--- src/rtl/rs_pkg.sv ---
package rs_pkg;
  typedef enum logic [1:0] {
    ST_RESET = 2'd0,
    ST_RUN   = 2'd1,
    ST_CLEAR = 2'd2,
    ST_PAUSE = 2'd3
  } run_state_e;
endpackage

--- src/rtl/rs_settle_timer.sv ---
module rs_settle_timer #(
  parameter int CNT_W = 8
) (
  input  logic             clk_i,
  input  logic             rst_ni,
  input  logic             start_i,
  input  logic             abort_i,
  input  logic [CNT_W-1:0] len_i,
  output logic             busy_o,
  output logic             done_o
);
  logic [CNT_W-1:0] cnt_q;
  logic [CNT_W-1:0] len_eff;

  assign len_eff = (len_i == '0) ? CNT_W'(1) : len_i;

  always_ff @(posedge clk_i or negedge rst_ni) begin
    if (!rst_ni)              cnt_q <= '0;
    else if (abort_i)         cnt_q <= '0;
    else if (start_i)         cnt_q <= len_eff;
    else if (cnt_q != '0)     cnt_q <= cnt_q - CNT_W'(1);
  end

  assign busy_o = (cnt_q != '0);
  assign done_o = (cnt_q == CNT_W'(1)) && !abort_i;


  cnt_dec_chk: assert property (@(posedge clk_i) disable iff (!rst_ni)
    (busy_o && !abort_i && !start_i) |=> (cnt_q == $past(cnt_q) - CNT_W'(1)));

  min_len_chk: assert property (@(posedge clk_i) disable iff (!rst_ni)
    (start_i && !abort_i) |=> busy_o);
endmodule

--- src/rtl/rs_req_decode.sv ---
module rs_req_decode
  import rs_pkg::*;
#(
  parameter int ADDR_W     = 2,
  parameter int DATA_W     = 32,
  parameter int ADDR_STATE = 0,
  parameter int ADDR_SRST  = 1
) (
  input  logic              clk_i,
  input  logic              rst_ni,
  input  logic              we_i,
  input  logic [ADDR_W-1:0] waddr_i,
  input  logic [DATA_W-1:0] wdata_i,
  input  logic              valid_i,
  input  run_state_e        cur_state_i,
  output logic              start_o,
  output run_state_e        target_o,
  output logic              illegal_o,
  output logic              srst_o,
  output logic              pend_o
);
  logic       st_wr;
  logic [1:0] code;
  logic       pend_q, pend_d;

  assign st_wr  = we_i && (waddr_i == ADDR_W'(ADDR_STATE));
  assign srst_o = we_i && (waddr_i == ADDR_W'(ADDR_SRST)) && wdata_i[0];
  assign code   = wdata_i[1:0];

  always_comb begin
    start_o   = 1'b0;
    target_o  = run_state_e'(code);
    illegal_o = 1'b0;
    pend_d    = pend_q;
    if (st_wr && !valid_i) begin
      illegal_o = 1'b1;
    end else if (st_wr) begin
      pend_d = 1'b0;
      if (cur_state_i == ST_PAUSE) begin
        if (code == ST_CLEAR) begin
          if (pend_q) begin
            start_o  = 1'b1;
            target_o = ST_RESET;
          end else begin
            pend_d = 1'b1;
          end
        end else if (code != ST_RESET) begin
          start_o = 1'b1;
        end
      end else if (code != ST_CLEAR) begin
        start_o = 1'b1;
      end
    end
    if (srst_o) pend_d = 1'b0;
  end

  always_ff @(posedge clk_i or negedge rst_ni) begin
    if (!rst_ni) pend_q <= 1'b0;
    else         pend_q <= pend_d;
  end

  assign pend_o = pend_q;


  pend_in_pause_chk: assert property (@(posedge clk_i) disable iff (!rst_ni)
    pend_q |-> (cur_state_i == ST_PAUSE));

  no_start_busy_chk: assert property (@(posedge clk_i) disable iff (!rst_ni)
    (!valid_i && st_wr) |=> $stable(pend_q));
endmodule

--- src/rtl/rs_run_sequencer.sv ---
module rs_run_sequencer
  import rs_pkg::*;
#(
  parameter int SETTLE_W   = 8,
  parameter int ADDR_W     = 2,
  parameter int DATA_W     = 32,
  parameter int ADDR_STATE = 0,
  parameter int ADDR_SRST  = 1,
  parameter int ADDR_STAT  = 2
) (
  input  logic                clk_i,
  input  logic                rst_ni,
  input  logic [SETTLE_W-1:0] settle_i,
  input  logic                reg_we_i,
  input  logic [ADDR_W-1:0]   reg_waddr_i,
  input  logic [DATA_W-1:0]   reg_wdata_i,
  input  logic [ADDR_W-1:0]   reg_raddr_i,
  output logic [DATA_W-1:0]   reg_rdata_o,
  output logic [1:0]          state_o,
  output logic                valid_o,
  output logic                dp_en_o,
  output logic                flush_o
);
  localparam int VALID_BIT = 2;

  run_state_e state_q, target_q, target_d;
  logic start, illegal, srst, pend, busy, done;
  logic ill_q, flush_q;

  rs_req_decode #(
    .ADDR_W(ADDR_W), .DATA_W(DATA_W),
    .ADDR_STATE(ADDR_STATE), .ADDR_SRST(ADDR_SRST)
  ) u_dec (
    .clk_i(clk_i), .rst_ni(rst_ni), .we_i(reg_we_i), .waddr_i(reg_waddr_i),
    .wdata_i(reg_wdata_i), .valid_i(valid_o), .cur_state_i(state_q),
    .start_o(start), .target_o(target_d), .illegal_o(illegal),
    .srst_o(srst), .pend_o(pend)
  );

  rs_settle_timer #(.CNT_W(SETTLE_W)) u_tmr (
    .clk_i(clk_i), .rst_ni(rst_ni), .start_i(start), .abort_i(srst),
    .len_i(settle_i), .busy_o(busy), .done_o(done)
  );

  always_ff @(posedge clk_i or negedge rst_ni) begin
    if (!rst_ni) begin
      state_q  <= ST_RESET;
      target_q <= ST_RESET;
      ill_q    <= 1'b0;
      flush_q  <= 1'b0;
    end else if (srst) begin
      state_q  <= ST_RESET;
      ill_q    <= 1'b0;
      flush_q  <= 1'b1;
    end else begin
      flush_q <= 1'b0;
      if (illegal) ill_q <= 1'b1;
      if (start) target_q <= target_d;
      if (done) begin
        state_q <= target_q;
        flush_q <= (target_q == ST_RESET);
      end
    end
  end

  assign state_o = state_q;
  assign valid_o = !busy;
  assign dp_en_o = (state_q == ST_RUN) && !busy;
  assign flush_o = flush_q;

  always_comb begin
    reg_rdata_o = '0;
    if (reg_raddr_i == ADDR_W'(ADDR_STATE)) begin
      reg_rdata_o[1:0]       = state_q;
      reg_rdata_o[VALID_BIT] = valid_o;
    end else if (reg_raddr_i == ADDR_W'(ADDR_STAT)) begin
      reg_rdata_o[0] = ill_q;
      reg_rdata_o[1] = pend;
    end
  end


  start_drop_chk: assert property (@(posedge clk_i) disable iff (!rst_ni)
    (start && !srst) |=> !valid_o);

  busy_hold_chk: assert property (@(posedge clk_i) disable iff (!rst_ni)
    (busy && !done && !srst) |=> $stable(state_q));

  ill_sticky_chk: assert property (@(posedge clk_i) disable iff (!rst_ni)
    (ill_q && !srst) |=> ill_q);

  srst_chk: assert property (@(posedge clk_i) disable iff (!rst_ni)
    srst |=> (state_o == ST_RESET && valid_o && !ill_q && !pend));

  flush_reset_chk: assert property (@(posedge clk_i) disable iff (!rst_ni)
    flush_o |-> (state_o == ST_RESET));

  dp_off_chk: assert property (@(posedge clk_i) disable iff (!rst_ni)
    (start && !srst) |=> !dp_en_o);
endmodule

--- config.mk ---
export PLATFORM = sky130hd
export DESIGN_NAME = rs_run_sequencer
export DESIGN_NICKNAME = d
export VERILOG_FILES = /design/src/rtl/rs_pkg.sv /design/src/rtl/rs_settle_timer.sv /design/src/rtl/rs_req_decode.sv /design/src/rtl/rs_run_sequencer.sv
export SDC_FILE = /design/constraint.sdc
export NUM_CORES = 1
export LEC_CHECK = 0
export ABC_CLOCK_PERIOD_IN_PS = 2600
export BUFFER_PORTS_ARGS = -buffer_cell sky130_fd_sc_hd__buf_2
export CORE_UTILIZATION = 37
export CTS_CLUSTER_DIAMETER = 40
export DETAILED_ROUTE_END_ITERATION = 16
export PLACE_DENSITY = 0.76
export SKIP_CTS_REPAIR_TIMING = 1
export SLEW_MARGIN = 20
export SYNTH_ARGS = -nofsm -noshare
export SYNTH_HDL_FRONTEND = slang
export SYNTH_HIERARCHICAL = 1
export SYNTH_SLANG_ARGS = --single-unit
--- constraint.sdc ---
create_clock -name clk_i -period 2.6 [get_ports clk_i]
set_clock_uncertainty 0.15 [all_clocks]
set_input_delay 0.13 -clock clk_i [delete_from_list [all_inputs] [get_ports clk_i]]
set_output_delay 0.13 -clock clk_i [all_outputs]
set_load 0.05 [all_outputs]
# After elaboration in Yosys (flattened, before gate mapping)
# Index checks and enable logic that the tools add are counted.
[totals]
ff_bits = 15
inputBits = 47
output_inout_bits = 37
elab_cells = 68
[op_classes]
n_addsub = 1
eq_ne = 8
n_mux = 32
bitwise_logic = 1
reduce_logical = 20
[ops]
columns = ["op", "count"]
rows = [
  ["$mux W8", 4],
  ["$mux W1", 19],
  ["$mux W2", 9],
  ["$eq A8 B1 Y1 const B", 1],
  ["$logic_not A8 Y1", 1],
  ["$reduce_bool A2 Y1", 4],
  ["$reduce_bool A8 Y1", 1],
  ["$sub A8 B1 Y8 const B", 1],
  ["$eq A2 B2 Y1 const B", 3],
  ["$logic_and A1 B1 Y1", 6],
  ["$logic_not A2 Y1", 3],
  ["$eq A2 B1 Y1 const B", 2],
  ["$reduce_and A2 Y1", 2],
  ["$reduce_bool A3 Y1", 1],
  ["$logic_not A1 Y1", 2],
  ["$ne A2 B1 Y1 const B", 1],
  ["$ne A2 B2 Y1 const B", 1],
  ["$not A1 Y1", 1],
]

# Depth between registers and ports, before layout
[depth]
word_depth = 8
mapped_depth = 11
depth_no_buf = 10

# Modules after synthesis
# Netlist, hierarchy kept.
[by_module_without_submodules]
columns = ["mod", "instances", "cells_per_inst", "area_per_inst_um2", "seq_area_each_um2"]
rows = [
  ["rs_settle_timer", 1, 57, 561.8, 200.2],
  ["rs_run_sequencer", 1, 54, 495.5, 150.1],
  ["rs_req_decode", 1, 17, 146.4, 25.0],
]

# Worst setup path after synthesis
# Ideal clock, no wire load.
[synth_timing]
path_kind = "register to register"
start = "register u_tmr.cnt_q[3]"
end = "register u_tmr.cnt_q[0]"
setup_ps = 125
t_arrival_ps = 2432
required_ps = 2325
setup_slack_ps = -106
stages_incl_launch_ff = 11
n_path_buf = 1
synth_period_minus_slack_ps = 2706
cell_sequence = "dfrtp_1 > nor4_4 > nand3_4 > inv_1 > nand4bb_4 > nor2_1 > buf_2 > inv_2 > mux2_2 > a31oi_1 > o2bb2ai_1"
[synth_via]
elab_chain_len = 5
word_cells_on_any_way = 6
cone_classes = "3 x mux; 3 x reduce/logical"
[synth_rtl]
columns = ["item", "line_no", "source"]
rows = [
  ["start: declaration", "rs_settle_timer.sv:12", "logic [CNT_W-1:0] cnt_q;"],
  ["start signal: assignment", "rs_settle_timer.sv:20", "else if (start_i) cnt_q <= len_eff;"],
  ["start signal: assignment", "rs_settle_timer.sv:21", "else if (cnt_q != '0) cnt_q <= cnt_q - CNT_W'(1);"],
  ["$reduce_bool A8 Y1 *", "rs_settle_timer.sv:24", "assign busy_o = (cnt_q != '0);"],
  ["via busy", "rs_run_sequencer.sv:27", "logic start, illegal, srst, pend, busy, done;"],
  ["$logic_and A1 B1 Y1 *", "rs_req_decode.sv:35", "if (st_wr && !valid_i) begin"],
  ["$mux W1 *", "rs_req_decode.sv:35", ""],
  ["via start", "rs_run_sequencer.sv:27", ""],
  ["$mux W8", "rs_settle_timer.sv:20", ""],
  ["$mux W8", "rs_settle_timer.sv:19", "else if (abort_i) cnt_q <= '0;"],
]
# The timed path passes the listed nets; every way through them passes the cells marked *.
# A chain may end at the register's enable or synchronous reset.

# Worst setup path in the final report
# Same ends and word-level chain as after synthesis.

==> out/metrics.csv <==
metric,value,unit
status,finished clean,
slew_viol_final,0,
switching_share,46.9,%
finalCriticalPeriod,2320,ps
p_int,0.595,mW
crit_path_max_fanout,8,
yosysUniqueCellTypes,40,
clk_pin_slew,80,ps
final_cell_mix,"29 x conb_1, 24 x buf_2, 15 x nor2_1, 15 x dfrtp_1, 6 x nand2_1",
grt_max_degree,16,
num_io_pins,84,
remaining_drc_errors,0,
pwr-share-clk,11.4,%
p_sw,0.526,mW
combPwrFrac,51.0,%
hold_path_class,in -> reg,
cts_tree,done,
grt_pass1_vias,804,
crit_type,reg -> reg,
post-route-util,44.4,%
num_antenna_cells,0,
maxCapViolations,0,
synth_edf_count,0,
port_buffers,24,
power.density,819,nW/µm²
layout_commonest_cell,conb_1,
vdd_drop_max,207,µV
grt_pass1_wl,3440,µm
antenna_found_initial,0,
dieWidth,59.0,µm
rows,20,
max_freq,431,MHz
drt-initial-drc-count,18,
avgSynthCellArea,9.40,µm²
routabilityCongestion,0.877,
yosys_warnings,6,
ys.flop_type,dfrtp_1,
cts.sinks,15,
crit_buf_inv,3,
tns,0,ps
synth_seq_cells,15,
syn_area,1200,µm²
htreeDepth,1,
insertion_delay,270,ps
area_delta_synth_final,13.6,%
crit_arrival,2370,ps
die_area,3490,µm²
viasPerCell,4.45,
ant_nets,0,
die_h,59.0,µm
place_hpwl,1690,µm
setup_viol,0,
p_leak,0.685,nW
routed_wl,2120,µm
grt.total_usage,13.0,%
path_cells,nor4_4 > nand3_4 > clkinvlp_4 > nand4bb_4 > nor2_2 > inv_2 > buf_4 > nor2_1 > a31oi_1 > o2bb2ai_1,
drive_gt1_share,28.4,%
grt_setup_unrepaired,no,
start_util,39.1,%
grt_overflow,0,
slowest_stage,dfrtp_1,
nNetsFinal,213,
design.core.area,3080,µm²
hold_viol,0,
cts_root_buffer,clkbuf_4,
firstDrtPassIters,5,
crit_path_start_kind,register,
vias,916,
crit_path_end_kind,register,
clock_path_buffers,2,
path_delay_family,simple AND/OR/NAND/NOR gates,
power_frac_seq,37.6,%
synthArstFlopShare,100,%
critPathMaxStageDelay,440,ps
required,2650,ps
cts_buffers,3,
syn_inst,128,
wl_per_cell,10.3,µm
layout_worst_path_cycle_share,89.2,%
ys_seq_area_share,31.2,%
## final timing paths
kind	from	end	slack (ps)	cells after the start
max	u_tmr/cnt_q[3]$_DFFE_PN0P_	u_tmr/cnt_q[0]$_DFFE_PN0P_	280	10
min	reg_waddr_i[0]	ill_q$_DFFE_PN0P_	3	4
max reg2reg	u_tmr/cnt_q[3]$_DFFE_PN0P_	u_tmr/cnt_q[0]$_DFFE_PN0P_	280	10
min reg2reg	ill_q$_DFFE_PN0P_	ill_q$_DFFE_PN0P_	370	2
max in group asynchronous	rst_ni	u_tmr/cnt_q[3]$_DFFE_PN0P_	1920	2
min in group asynchronous	rst_ni	ill_q$_DFFE_PN0P_	130	2
## layer usage
| layer | GRT usage [%] | share of wire, % | routed length [µm] |
|---|---|---|---|
| met1 | 15.7 | 44 | 934 |
| met2 | 22.9 | 53 | 1120 |
| met3 | 1.31 | 2.1 | 44 |
| met4 | 6.12 | 1.1 | 23 |
| met5 | 0 | 0 | 0 |
## stage by stage
stage / hold slack (ps) / cell area (µm²) / setup slack, ps / total power, mW / std cells
floorplan: -316 / 1310 / 46.7 / 0.895 / 156
global placement: -93.5 / 1300 / 191 / 0.972 / 198
detailed placement: -91.9 / 1300 / 192 / 0.988 / 198
CTS: -397 / 1330 / 171 / 1.12 / 202
global route: 1.02 / 1370 / 64.6 / 1.21 / 206
finish: 3.43 / 1370 / 281 / 1.12 / 206
## synth_stat cells, types with 2 or more instances
cell | count | area (µm²)
a21oi_1 | 4 | 20.0
mux2i_1 | 5 | 50.1
xnor2_1 | 2 | 17.5
dfrtp_1 | 15 | 375
buf_4 | 29 | 218
nor3_1 | 5 | 25.0
ha_1 | 3 | 37.5
nor2_1 | 16 | 60.1
a211oi_1 | 3 | 22.5
nand2_1 | 6 | 22.5
inv_1 | 3 | 11.3
xor2_1 | 3 | 26.3
nor3b_1 | 5 | 37.5
mux2_1 | 3 | 33.8
## flip-flops by register name, indices dropped and copies added (netlist names)
signal	count
target_q	2
u_dec/pend_o	1
ill_q	1
u_tmr/cnt_q	8
flush_o	1
state_o	2
## cell families after synthesis
kind of cell	after synthesis	share of synthesized area, %
compound gates	13	7.69
xor+xnor	5	3.64
fa+ha+maj	3	3.12
buf+inv	35	20.1
flops	15	31.2
mux	9	7.90
other cells	1	0.312
simple gates	47	26.1
## worst register-to-register path: cells and delay by family, from the launching register on
| family | cells | cell delay (ps) |
|---|---|---|
| AND/OR/NAND/NOR | 5 | 1050 |
| AO/OA/AOI/OAI | 2 | 270 |
| flip-flops | 1 | 440 |
| buffers and inverters | 3 | 340 |
## area by class of cell
| cell class | count | area [µm²] |
|---|---|---|
| Tap cell | 44 | 55.1 |
| Sequential cell | 15 | 375 |
| Timing Repair Buffer | 33 | 198 |
| Fill cell | 299 | 1710 |
| Multi-Input combinational cell | 106 | 694 |
| Inverter | 4 | 18.8 |
| Clock buffer | 4 | 26.3 |
## power groups by stage
stage	combinational, mW	sequential, mW	clock (mW)
2_1_floorplan	0.461	0.435	0
3_3_place_gp	0.549	0.423	0
3_5_place_dp	0.564	0.424	0
4_1_cts	0.567	0.420	0.134
5_1_grt	0.627	0.435	0.146
6_report	0.572	0.421	0.128
(Power assumes the default switching activity.)
